<file path="src/rtl/sync_clk_pkg.sv">
package sync_clk_pkg;
  typedef enum logic [1:0] {
    CM_FIXED  = 2'd0,
    CM_SPREAD = 2'd1,
    CM_EXT    = 2'd2
  } clk_mode_e;
endpackage

</file>
<file path="src/rtl/sync_in_stage.sv">
module sync_in_stage (
  input  logic clk_i,
  input  logic rst_ni,
  input  logic pin_i,
  output logic level_o,
  output logic rise_o
);
  logic s1_q, s2_q, s3_q;

  always_ff @(posedge clk_i or negedge rst_ni) begin
    if (!rst_ni) begin
      s1_q <= 1'b0;
      s2_q <= 1'b0;
      s3_q <= 1'b0;
    end else begin
      s1_q <= pin_i;
      s2_q <= s1_q;
      s3_q <= s2_q;
    end
  end

  assign level_o = s2_q;
  assign rise_o  = s2_q & ~s3_q;
endmodule

</file>
<file path="src/rtl/period_meter.sv">
module period_meter #(
  parameter int MIN_PER = 45,
  parameter int MAX_PER = 334
) (
  input  logic clk_i,
  input  logic rst_ni,
  input  logic rise_i,
  output logic lock_o
);
  localparam int LIMIT = MAX_PER + 1;
  localparam int CW    = $clog2(LIMIT + 1);
  localparam logic [CW-1:0] MIN_C = CW'(MIN_PER);
  localparam logic [CW-1:0] MAX_C = CW'(MAX_PER);
  localparam logic [CW-1:0] LIM_C = CW'(LIMIT);

  logic [CW-1:0] cnt_q;
  logic          lock_q;
  logic          in_win;

  // cnt_q == 0 means no edge seen since reset
  assign in_win = (cnt_q >= MIN_C) && (cnt_q <= MAX_C);

  always_ff @(posedge clk_i or negedge rst_ni) begin
    if (!rst_ni) begin
      cnt_q  <= '0;
      lock_q <= 1'b0;
    end else if (rise_i) begin
      cnt_q  <= CW'(1);
      lock_q <= in_win;
    end else begin
      if (cnt_q != '0 && cnt_q != LIM_C) cnt_q <= cnt_q + CW'(1);
      if (cnt_q == LIM_C) lock_q <= 1'b0;
    end
  end

  assign lock_o = lock_q;
endmodule

</file>
<file path="src/rtl/mode_sel.sv">
module mode_sel
  import sync_clk_pkg::*;
#(
  parameter int HIGH_HOLD = 25600
) (
  input  logic      clk_i,
  input  logic      rst_ni,
  input  logic      level_i,
  input  logic      lock_i,
  output clk_mode_e mode_o
);
  localparam int HW = $clog2(HIGH_HOLD + 1);
  localparam logic [HW-1:0] HOLD_C = HW'(HIGH_HOLD);

  logic [HW-1:0] hold_q;

  always_ff @(posedge clk_i or negedge rst_ni) begin
    if (!rst_ni)                 hold_q <= '0;
    else if (lock_i || !level_i) hold_q <= '0;
    else if (hold_q != HOLD_C)   hold_q <= hold_q + HW'(1);
  end

  // low level falls back at once; high level waits out the hold
  always_comb begin
    if (lock_i)                           mode_o = CM_EXT;
    else if (level_i && hold_q == HOLD_C) mode_o = CM_SPREAD;
    else                                  mode_o = CM_FIXED;
  end
endmodule

</file>
<file path="src/rtl/ss_triangle.sv">
module ss_triangle #(
  parameter int TRIM_MAX = 30,
  parameter int STEP_CYC = 833,
  parameter int TRIM_W   = 6
) (
  input  logic                     clk_i,
  input  logic                     rst_ni,
  input  logic                     run_i,
  output logic signed [TRIM_W-1:0] trim_o
);
  localparam int DW = $clog2(STEP_CYC + 1);
  localparam logic [DW-1:0] LAST_C = DW'(STEP_CYC - 1);
  localparam logic signed [TRIM_W-1:0] TOP = TRIM_W'(TRIM_MAX);
  localparam logic signed [TRIM_W-1:0] BOT = -TOP;
  localparam logic signed [TRIM_W-1:0] ONE = TRIM_W'(1);

  logic [DW-1:0]            div_q;
  logic signed [TRIM_W-1:0] val_q;
  logic                     up_q;
  logic signed [TRIM_W-1:0] val_nx;

  assign val_nx = up_q ? (val_q + ONE) : (val_q - ONE);

  always_ff @(posedge clk_i or negedge rst_ni) begin
    if (!rst_ni) begin
      div_q <= '0;
      val_q <= '0;
      up_q  <= 1'b1;
    end else if (!run_i) begin
      div_q <= '0;
      val_q <= '0;
      up_q  <= 1'b1;
    end else if (div_q == LAST_C) begin
      div_q <= '0;
      val_q <= val_nx;
      if (val_nx == TOP) up_q <= 1'b0;
      if (val_nx == BOT) up_q <= 1'b1;
    end else begin
      div_q <= div_q + DW'(1);
    end
  end

  assign trim_o = run_i ? val_q : '0;
endmodule

</file>
<file path="src/rtl/sync_clk_sel.sv">
module sync_clk_sel
  import sync_clk_pkg::*;
#(
  parameter int MIN_PER   = 45,
  parameter int MAX_PER   = 334,
  parameter int HIGH_HOLD = 25600,
  parameter int TRIM_MAX  = 30,
  parameter int STEP_CYC  = 833,
  localparam int TRIM_W   = $clog2(TRIM_MAX + 1) + 1
) (
  input  logic                     clk_i,
  input  logic                     rst_ni,
  input  logic                     sync_i,
  output logic [1:0]               mode_o,
  output logic                     use_ext_o,
  output logic signed [TRIM_W-1:0] trim_o
);
  logic      level, rise, lock;
  clk_mode_e mode;

  sync_in_stage u_sync (
    .clk_i  (clk_i),
    .rst_ni (rst_ni),
    .pin_i  (sync_i),
    .level_o(level),
    .rise_o (rise)
  );

  period_meter #(.MIN_PER(MIN_PER), .MAX_PER(MAX_PER)) u_meter (
    .clk_i (clk_i),
    .rst_ni(rst_ni),
    .rise_i(rise),
    .lock_o(lock)
  );

  mode_sel #(.HIGH_HOLD(HIGH_HOLD)) u_mode (
    .clk_i  (clk_i),
    .rst_ni (rst_ni),
    .level_i(level),
    .lock_i (lock),
    .mode_o (mode)
  );

  ss_triangle #(.TRIM_MAX(TRIM_MAX), .STEP_CYC(STEP_CYC), .TRIM_W(TRIM_W)) u_tri (
    .clk_i (clk_i),
    .rst_ni(rst_ni),
    .run_i (mode == CM_SPREAD),
    .trim_o(trim_o)
  );

  assign mode_o    = mode;
  assign use_ext_o = lock;
endmodule

</file>
<file path="config.mk">
export PLATFORM = sky130hd
export DESIGN_NAME = sync_clk_sel
export DESIGN_NICKNAME = d
export VERILOG_FILES = /design/src/rtl/sync_clk_pkg.sv /design/src/rtl/sync_in_stage.sv /design/src/rtl/period_meter.sv /design/src/rtl/mode_sel.sv /design/src/rtl/ss_triangle.sv /design/src/rtl/sync_clk_sel.sv
export SDC_FILE = /design/constraint.sdc
export NUM_CORES = 1
export LEC_CHECK = 0
export ABC_AREA = 1
export BUFFER_PORTS_ARGS = -buffer_cell sky130_fd_sc_hd__buf_2
export CAP_MARGIN = 20
export CORE_ASPECT_RATIO = 1.2
export CORE_MARGIN = 2
export CORE_UTILIZATION = 52
export CTS_CLUSTER_DIAMETER = 30
export DETAILED_ROUTE_END_ITERATION = 8
export PLACE_DENSITY = 0.7
export SETUP_SLACK_MARGIN = 0.1
export SLEW_MARGIN = 0
export SYNTH_ARGS = -nofsm -noshare
export SYNTH_HDL_FRONTEND = slang
export SYNTH_HIERARCHICAL = 1
export SYNTH_SLANG_ARGS = --single-unit
</file>
<file path="constraint.sdc">
create_clock -name clk_i -period 2.15 [get_ports clk_i]
set_input_delay 0.215 -clock clk_i [delete_from_list [all_inputs] [get_ports clk_i]]
set_output_delay 0.215 -clock clk_i [all_outputs]
set_load 0.02 [all_outputs]
</file>
# --- After elaboration in Yosys (flattened, before gate mapping) ---
# Index checks and enable logic that the tools add are counted.
# Widths: inputs -> output; s select.
totals:
  ff_bits: 45
  out_inout_bits: 9
  word_cells: 56
classes:
  add_sub_neg: 5
  n_lt_le_gt_ge: 2
  eq_ne: 10
  mux: 18
  bitwise_logic: 2
  reduce_logical: 10
ops:
  columns: ["operator", "count"]
  rows:
  - ["$mux 15", 2]
  - ["$mux 6", 4]
  - ["$mux 10", 2]
  - ["$mux 9", 2]
  - ["$add 15x1->15 const B", 1]
  - ["$eq 15x15->1 const B", 1]
  - ["$ne 15x15->1 const B", 1]
  - ["$eq 6x6->1 const B", 2]
  - ["$add 10x1->10 const B", 1]
  - ["$eq 10x10->1 const B", 1]
  - ["$add 9x1->9 const B", 1]
  - ["$eq 9x9->1 const B", 1]
  - ["$ge 9x6->1 const B", 1]
  - ["$le 9x9->1 const B", 1]
  - ["$ne 9x9->1 const B", 1]
  - ["$reduce_bool 9->1", 1]
  - ["$mux 1", 7]
  - ["$add 6x2->6 const B", 1]
  - ["$reduce_bool 2->1", 3]
  - ["$sub 6x2->6 const B", 1]
  - ["$logic_and 1x1->1", 3]
  - ["$ne 3x3->1 const B", 1]
  - ["$eq 2x1->1 const B", 1]
  - ["$mux 2", 1]
  - ["other kinds (6)", 6]

# --- Depth between registers and ports, before layout ---
# Gate-level depths: netlist (run 1).
depth:
  ltp_word: 7
  depth_mapped: 14
  ltp_nobuf: 14

# --- Cells and area by module ---
# Netlist (run 1), hierarchy kept.
by_module_without_submodules:
  columns: ["mod", "instances", "cells_each", "area_each_um2", "seq_area_each_um2"]
  rows:
  - ["ss_triangle", 1, 154, 1168.6, 426.7]
  - ["mode_sel", 1, 143, 950.9, 375.4]
  - ["period_meter", 1, 101, 706.9, 250.2]
  - ["sync_in_stage", 1, 5, 85.1, 75.1]
  - ["sync_clk_sel", 1, 2, 10.0, 0.0]

# --- Worst setup path before layout (run 1) ---
# OpenSTA, ideal clock, no wires.
synth_path:
  path_type: "register -> output"
  from: "register u_meter.lock_q (netlist: u_meter/lock_o)"
  to: "output port trim_o[0]"
  arrival_ns: 2.070
  path_slack_ns: -0.135
  path_stages_with_launch: 10
  cell_sequence: "dfrtp_1 nor2_2 buf_4 inv_1 nor2_1 inv_1 nor2_2 clkbuf_1 nand2_1 inv_1"
synth_via:
  elab_chain_len: 3
synth_rtl:
  columns: ["element", "line", "text"]
  rows:
  - ["start, declared", "period_meter.sv:17", "logic lock_q;"]
  - ["start signal, assigned", "period_meter.sv:29", "lock_q <= in_win;"]
  - ["$mux 2", "mode_sel.sv:25", "if (lock_i) mode_o = CM_EXT;"]
  - ["net mode_o[0]", "sync_clk_sel.sv:14", "output logic [1:0] mode_o,"]
  - ["$eq 2x1->1", "sync_clk_sel.sv:47", ".run_i (mode == CM_SPREAD),"]
  - ["$mux 6", "ss_triangle.sv:43", "assign trim_o = run_i ? val_q : '0;"]
  - ["end, declared", "sync_clk_sel.sv:16", "output logic signed [TRIM_W-1:0] trim_o"]
# The timed path passes the listed nets, and every way through them passes these cells.

# --- Worst setup path after layout (run 1) ---
layout_path:
  from: "register u_mode.hold_q[0]"
  to: "output port trim_o[4]"
layout_via:
  elab_chain_len: 6
layout_rtl:
  columns: ["element", "line", "text"]
  rows:
  - ["start, declared", "mode_sel.sv:15", "logic [HW-1:0] hold_q;"]
  - ["start signal, assigned", "mode_sel.sv:20", "else if (hold_q != HOLD_C) hold_q <= hold_q + HW'(1);"]
  - ["$eq 15x15->1", "mode_sel.sv:26", "else if (level_i && hold_q == HOLD_C) mode_o = CM_SPREAD;"]
  - ["$logic_and 1x1->1", "mode_sel.sv:26", null]
  - ["$mux 1", "mode_sel.sv:26", null]
  - ["$mux 2", "mode_sel.sv:25", null]
  - ["$eq 2x1->1", "sync_clk_sel.sv:47", null]
  - ["$mux 6", "ss_triangle.sv:43", null]
# Every way passes these cells.

==> flow_summary_export.csv, run 1 <==
group,metric,value,unit
status,outcome,"finished clean",
floorplanning,starting_density,54.4,%
floorplanning,die_area,6240,um2
yosys,synth-async-reset-ratio,100,%
global_routing,grtUsageTotal,20.7,%
clock_network,htree_levels,2,
power,p_switching,0.546,mW
critical_path,cp_max_fo,5,
sta,hold_viol,0,
final_layout,n_antenna_cell,0,
critical_path,crit_type,"reg2out",
critical_path,rrSetupSlack,240,ps
power,intPower,1.40,mW
power,power.density,566,nW/um2
final_layout,syn2layout_area_growth,17.9,%
placed_design,detailed_place.area,3050,um2
worst_hold_path,min_to,"u_sync/s1_q",
yosys,synth-edff-count,0,
critical_path,cp_slowest_cell,"sky130_fd_sc_hd__dfrtp_1",
placed_design,gpl.final_weighted_congestion,0.855,
yosys,ys_top_cells_by_area,"sky130_fd_sc_hd__dfrtp_1 (38%), sky130_fd_sc_hd__nand2_1 (14%), sky130_fd_sc_hd__nor2_1 (8.1%), sky130_fd_sc_hd__inv_1 (7.5%), sky130_fd_sc_hd__ha_1 (5.6%)",
sta,report.final.setup_viol,0,
clock_network,clkLatencyLatePin,290,ps
critical_path,cp.required,1930,ps
yosys,share_of_the_yosys_chip_area_belonging_to_registers,38.6,%
yosys,synth_cell_types,32,
floorplanning,fp-row-count,29,
worst_hold_path,beginning_of_the_worst_hold_path,"sync_i",
drt,ant_nets,0,
sta,period_minus_slack,2100,ps
power,power.combinational.fraction,17.1,%
clock_network,cts_tree,"yes",
drt,dr_wl_cell,11.9,um
placed_design,port_buffers,11,
placed_design,dp_hpwl,3.92,mm
power,clock_power_share,34.3,%
yosys,synth-warning-count,6,
yosys,ys_ff_latch,45,
critical_path,setup.worst_path.start_class,"flop",
drt,finalWirelength,6.01,mm
sta,maxClockFrequency,477,MHz
global_routing,antenna_found_initial,0,
clock_network,cts_root_buffer,"sky130_fd_sc_hd__clkbuf_8",
power,p_leak,1.75,nW
yosys,post_synth.cell_area_avg,7.21,um2
yosys,post_synth_inst_count,405,
critical_path,regToRegEndpoint,"u_tri/val_q[5]",
global_routing,first_global_vias,2396,
critical_path,critical_path.cell_chain,"inv_2 -> ha_4 -> nand2_2 -> nor2_2 -> nand2_1 -> nor2_2 -> inv_2 -> nor2_4 -> buf_6 -> nand2_1 -> inv_1 -> buf_6",
critical_path,timing.critical_path.to_type,"output pin",
yosys,syn_std_cell_area,2920,um2
drt,drt_iter0_markers,127,
yosys,netlist.area_leader.share,37.7,%
global_routing,grt_first_pass_wirelength,10.4,mm
sta,relSlewSlack,79.4,%
floorplanning,i_o_pin_count,12,
drt,via_count,2531,
power,ir_worst_vdd,0.548,mV
sta,final-max-slew-violation-count,0,
final_layout,stdcell_area,3450,um2
power,seqPwrFrac,48.6,%
critical_path,critPathMaxStageDelay,420,ps
final_layout,finish.net_count,459,
power,netSwitchingFraction,28.0,%
drt,detail_route.vias_per_cell,5.01,
yosys,syn-num-nets,422,
critical_path,reg2reg_depth,13,
sta,setup_repair_after_global_routing_missed_its_margin,"yes",
floorplanning,fp.dieH,86.1,um
worst_hold_path,worst_hold_path_type,"in2reg",
clock_network,max-clock-path-buffers,2,
floorplanning,die_width,72.4,um
floorplanning,floorplan.core_area,5370,um2
drt,drc_errors,0,
yosys,postSynth.topFlopCell,"sky130_fd_sc_hd__dfrtp_1",
global_routing,globalRoute.totalOverflow,0,
critical_path,critical_path_arrival,1880,ps
critical_path,regToRegStartpoint,"u_mode/hold_q[0]",
global_routing,grt_max_degree,46,
sta,hold_ws,31.8,ps
clock_network,worst_setup_hold_path_clk_slew,90,ps
worst_hold_path,hold_depth,1,
yosys,yosys.cell_count.top_type,"sky130_fd_sc_hd__nand2_1",
yosys,synth_top_cell_by_area,"sky130_fd_sc_hd__dfrtp_1",
sta,clock-skew-final,11.2,ps
clock_network,tritoncts.num_buffers,5,
run,max_cap_viol_count,0,
sta,worstMarginPinSlew,307,ps
final_layout,drive_gt1_share,22.1,%
yosys,netlist_top_cells_count,"sky130_fd_sc_hd__nand2_1 (111), sky130_fd_sc_hd__nor2_1 (63), sky130_fd_sc_hd__inv_1 (58)",
drt,drt_pre_antenna_iters,4,
clock_network,clock-sinks,45,
sta,min_period_over_period,97.5,%
==> worst max-delay path, delay by kind of cell, from the launching register on <==
family                   cells  cell delay, ps
AND/OR/NAND/NOR              6             550
buffers and inverters        5             470
flip-flops                   1             420
adder cells (fa/ha/maj)      1             140
==> metal layers <==
layer	wire, um	vias up	share of wire [%]	GRT usage, %
li1	-	1324	-	-
met1	2830	1145	47	27.9
met2	2890	56	48	34.5
met3	226	6	3.8	3.17
met4	68	0	1.1	5.72
met5	0	-	0	0
==> logic make-up (layout without fill, tap and decap cells) <==
family	Yosys count	after routing	synth area share [%]
AO/OA/AOI/OAI	22	22	3.98
XOR/XNOR	10	10	3.00
adder cells (fa/ha/maj)	14	14	6.25
buffers and inverters	72	110	10.0
flip-flops	45	45	38.6
AND/OR/NAND/NOR	242	242	38.2
==> sequential cells by signal, summed over array words and instances (netlist names) <==
register and count:
u_tri/div_q 10, u_sync/s1_q 1, u_sync/s3_q 1, u_sync/level_o 1, u_tri/up_q 1, u_tri/val_q 6, u_meter/lock_o 1, u_meter/cnt_q 9
u_mode/hold_q 15
==> area by class of cell <==
type | count | area, um2
timing repair buffer | 36 | 309
clock buffer | 6 | 82.6
inverter | 66 | 250
tap | 62 | 77.6
sequential | 45 | 1130
clock inverter | 2 | 37.5
fill | 481 | 1920
multi-input combinational | 288 | 1560
==> cell usage in the layout, fill, tap and decap left out, types with 2 or more instances in the layout <==
cell type                  count
sky130_fd_sc_hd__nand2_1     105
sky130_fd_sc_hd__nor2_1       58
sky130_fd_sc_hd__inv_1        49
sky130_fd_sc_hd__dfrtp_1      44
sky130_fd_sc_hd__nand3_1      27
sky130_fd_sc_hd__buf_4        21
sky130_fd_sc_hd__inv_2        16
sky130_fd_sc_hd__ha_1         12
sky130_fd_sc_hd__nand2_2      11
sky130_fd_sc_hd__nor2_4       10
sky130_fd_sc_hd__buf_6         9
sky130_fd_sc_hd__nand4_1       9
sky130_fd_sc_hd__a21oi_1       9
sky130_fd_sc_hd__xor2_1        8
sky130_fd_sc_hd__o21ai_0       7
sky130_fd_sc_hd__clkbuf_8      6
sky130_fd_sc_hd__nor3_1        6
sky130_fd_sc_hd__nor2_2        5
sky130_fd_sc_hd__buf_2         4
sky130_fd_sc_hd__nand3_2       4
sky130_fd_sc_hd__nor3_2        3
sky130_fd_sc_hd__o21ai_1       3
sky130_fd_sc_hd__xnor2_1       2
sky130_fd_sc_hd__nand2_4       2
==> timing repair <==
item | in CTS | in global routing
endpoints found under the hold margin | 44 | 0
gates cloned | 1 | 0
gates resized for setup | 21 | 20
buffers inserted | 14 | 7
hold buffers | 1 | 0
pin swaps | 3 | 7
setup endpoints to repair | 6 | 7
==> per-stage QoR <==
stage	std cells	setup TNS (ps)	setup slack (ps)	power (mW)	utilization, %
global placement	475	0	245	1.26	56.9
CTS	499	0	69.0	1.95	62.4
detailed placement	475	0	180	1.27	56.9
floorplan	405	0	120	1.19	-
finish	505	0	53.3	1.95	64.2
global route	505	-387	-87.9	2.07	64.2
==> worst max path at each step <==
stage	from	end	slack, ps	cells past startpoint
global placement	u_mode/hold_q[0]	trim_o[3]	240	12
floorplan	u_meter/lock_o	trim_o[0]	120	9
CTS	u_mode/hold_q[3]	trim_o[5]	70	11
finish	u_mode/hold_q[0]	trim_o[4]	50	12
detailed placement	u_mode/hold_q[0]	trim_o[5]	180	12
global route	u_mode/hold_q[0]	trim_o[0]	-90	12
==> power by group through the flow <==
stage               sequential, mW  clock, mW  combinational, mW
floorplan                    0.955          0              0.237
global placement             0.965          0              0.298
detailed placement           0.966          0              0.299
CTS                          0.947      0.685              0.316
global route                 0.958      0.719              0.396
finish                       0.948      0.669              0.334
(Power assumes the default switching activity.)
==> run 2: changes to the inputs <==
--- a/config.mk
+++ b/config.mk
@@ -5,7 +5,7 @@
 export SDC_FILE = /design/constraint.sdc
 export NUM_CORES = 1
 export LEC_CHECK = 0
-export ABC_AREA = 1
+export ABC_AREA = 0
 export BUFFER_PORTS_ARGS = -buffer_cell sky130_fd_sc_hd__buf_2
 export CAP_MARGIN = 20
 export CORE_ASPECT_RATIO = 1.2
==> run 2 against run 1 <==
Critical path depth shrank 5; critical path type unchanged; combinational power shrank 14%; largest cell class unchanged; setup slack lost 42 ps; sequential share of layout area grew 2.5 points; clock power shrank 16%; count of clock-buffer cells in the layout is the same; clock skew shrank 2.8 ps; non-clock buffer count shrank 1; die area shrank 7.2%.
==> flow_summary_export.csv, run 2 <==
group,metric,value,unit
floorplanning,fp.dieH,83.0,um
drt,drt_iter0_markers,91,
yosys,post_synth.cell_area_avg,9.79,um2
critical_path,timing.critical_path.to_type,"output pin",
final_layout,final_common_cell,"sky130_fd_sc_hd__dfrtp_1",
floorplanning,floorplan.core_area,4970,um2
final_layout,stdcell_area,3220,um2
final_layout,drive_gt1_share,25.5,%
drt,detail_route.vias_per_cell,5.51,
final_layout,n_antenna_cell,0,
power,p_leak,1.38,nW
placed_design,port_buffers,11,
final_layout,cell_count_final_fillers_out,366,
critical_path,critical_path_arrival,1920,ps
drt,finalWirelength,5.45,mm
yosys,synth-warning-count,6,
global_routing,grtUsageTotal,18.6,%
sta,hold_viol,0,
sta,period_minus_slack,2140,ps
worst_hold_path,worst_hold_path_type,"reg2reg",
drt,ant_nets,0,
final_layout,reg.largest.list,"u_mode/hold_q x15, u_tri/div_q x10, u_meter/cnt_q x9",
floorplanning,starting_density,54.3,%
sta,final-max-slew-violation-count,0,
yosys,netlist.area_leader.share,40.8,%
sta,worstMarginPinSlew,576,ps
global_routing,grt_max_degree,24,
clock_network,clkLatencyLatePin,300,ps
critical_path,cp.required,1930,ps
worst_hold_path,hold_depth,0,
clock_network,tritoncts.num_buffers,5,
global_routing,grt_first_pass_wirelength,8.85,mm
yosys,postSynth.topFlopCell,"sky130_fd_sc_hd__dfrtp_1",
final_layout,commonest_non_fill_non_tap_cells_in_the_layout,"sky130_fd_sc_hd__dfrtp_1 (40), sky130_fd_sc_hd__nor2_1 (37), sky130_fd_sc_hd__nand3_1 (20)",
power,totalPowerFinal,1.82,mW
placed_design,dpl.cell_count,343,
sta,maxClockFrequency,468,MHz
critical_path,setup.worst_path.start_class,"flop",
placed_design,gpl.final_weighted_congestion,0.766,
critical_path,reg2reg_depth,5,
yosys,synth_cell_types,54,
global_routing,globalRoute.totalOverflow,0,
floorplanning,die_width,69.8,um
clock_network,htree_levels,2,
final_layout,finish.net_count,322,
drt,via_count,2017,
sta,clock-skew-final,8.38,ps
clock_network,cts_root_buffer,"sky130_fd_sc_hd__clkbuf_8",
yosys,post_synth_inst_count,276,
run,max_cap_viol_count,0,
clock_network,worst_setup_hold_path_clk_slew,90,ps
yosys,syn-num-nets,293,
placed_design,dp_hpwl,3.54,mm
final_layout,registers.top_by_ff_count,"u_mode/hold_q",
critical_path,rrSetupSlack,130,ps
final_layout,final_util,64.7,%
floorplanning,die_area,5790,um2
drt,drt_pre_antenna_iters,6,
final_layout,largest_register_ffs,15,
drt,dr_wl_cell,14.9,um
yosys,netlist_top_cells_count,"sky130_fd_sc_hd__dfrtp_1 (44), sky130_fd_sc_hd__nor2_1 (39), sky130_fd_sc_hd__nand3_1 (20)",
yosys,syn_std_cell_area,2700,um2
floorplanning,fp-row-count,28,
sta,setup_repair_after_global_routing_missed_its_margin,"yes",
status,outcome,"finished clean",
yosys,synth-async-reset-ratio,100,%
yosys,yosys.cell_count.top_type,"sky130_fd_sc_hd__dfrtp_1",
sta,min_period_over_period,99.5,%
sta,report.final.setup_viol,0,
drt,drc_errors,0,
critical_path,cp_max_fo,8,
global_routing,first_global_vias,1892,
power,power.density,564,nW/um2
power,ir_worst_vdd,0.358,mV
global_routing,antenna_found_initial,0,
yosys,synth-edff-count,0,
clock_network,clock-sinks,45,
sta,relSlewSlack,61.6,%
final_layout,syn2layout_area_growth,19.2,%
yosys,synth_top_cell_by_area,"sky130_fd_sc_hd__dfrtp_1",
critical_path,crit_type,"reg2out",
yosys,ys_top_cells_by_area,"sky130_fd_sc_hd__dfrtp_1 (41%), sky130_fd_sc_hd__ha_1 (6.0%), sky130_fd_sc_hd__nor2_1 (5.4%), sky130_fd_sc_hd__xor2_1 (5.2%), sky130_fd_sc_hd__xnor2_1 (4.2%)",
placed_design,detailed_place.area,2850,um2
clock_network,cts_tree,"yes",
yosys,share_of_the_yosys_chip_area_belonging_to_registers,41.7,%
floorplanning,i_o_pin_count,12,
clock_network,max-clock-path-buffers,2,
yosys,ys_ff_latch,45,
==> run 2: cells by family (layout without fill, tap and decap cells) <==
family	count (synthesis)	count (layout)	share of synthesized area, %
muxes	3	3	1.11
xor gates and xnor gates	29	29	9.40
adders and majority gates	14	14	6.76
buffers and inverters	26	56	4.68
and+or+nand+nor	126	126	27.0
AOI/OAI and AO/OA	33	33	9.31
DFF	45	45	41.7
==> run 2: final timing paths <==
kind / start / endpoint
max: u_mode/hold_q[8] / trim_o[3]
min: u_sync/s1_q / u_sync/level_o
max reg2reg: u_tri/div_q[5] / u_tri/up_q
min reg2reg: u_sync/s1_q / u_sync/level_o
max in group asynchronous: rst_ni / u_tri/up_q
min in group asynchronous: rst_ni / u_tri/div_q[0]
==> run 2: critical path: stages, from the launching register on <==
cell	delay, ps
sky130_fd_sc_hd__dfrtp_1	410
sky130_fd_sc_hd__nor4_2	320
sky130_fd_sc_hd__nand4_1	220
sky130_fd_sc_hd__nor2_4	130
sky130_fd_sc_hd__nor2b_4	180
sky130_fd_sc_hd__buf_12	130
sky130_fd_sc_hd__and2_4	140
sky130_fd_sc_hd__buf_6	110
==> run 2: power by group <==
| part | switching, mW | internal, mW |
|---|---|---|
| Sequential | 0.0758 | 0.891 |
| Clock | 0.300 | 0.261 |
| Combinational | 0.151 | 0.138 |
| Total | 0.526 | 1.29 |
==> run 2: final cells by class <==
cell class,count,area [um2]
Fill cell,394,1760
Multi-Input combinational cell,205,1540
Sequential cell,45,1130
Timing Repair Buffer,35,328
Clock buffer,6,82.6
Tap cell,60,75.1
Inverter,13,48.8
Clock inverter,2,13.8
==> run 2: routing by layer <==
| metal | GRT usage, % | routed length (um) | part of all wire [%] |
|---|---|---|---|
| met5 | 0 | 0 | 0 |
| met4 | 5.94 | 53 | 0.97 |
| met3 | 3.16 | 145 | 2.7 |
| met2 | 30.9 | 2760 | 51 |
| met1 | 24.8 | 2490 | 46 |
==> run 2: through the flow <==
step           setup slack [ps]  hold slack, ps  TNS (ps)
2_1_floorplan               124           -80.6         0
3_5_place_dp              -60.2             239     -90.0
4_1_cts                   -34.0            7.40      -236
5_1_grt                   -90.6             358      -530
3_3_place_gp              -59.6             235     -94.3
6_report                   11.0             356         0
==> run 2: what timing repair did <==
item                                    4_1_cts  5_1_grt
gates cloned                                  1        0
buffers inserted                              4        8
gates resized for setup                      20       17
hold buffers                                  1        1
endpoints found under the setup margin        9       10
pin swaps                                     4        5
endpoints found under the hold margin        22        1
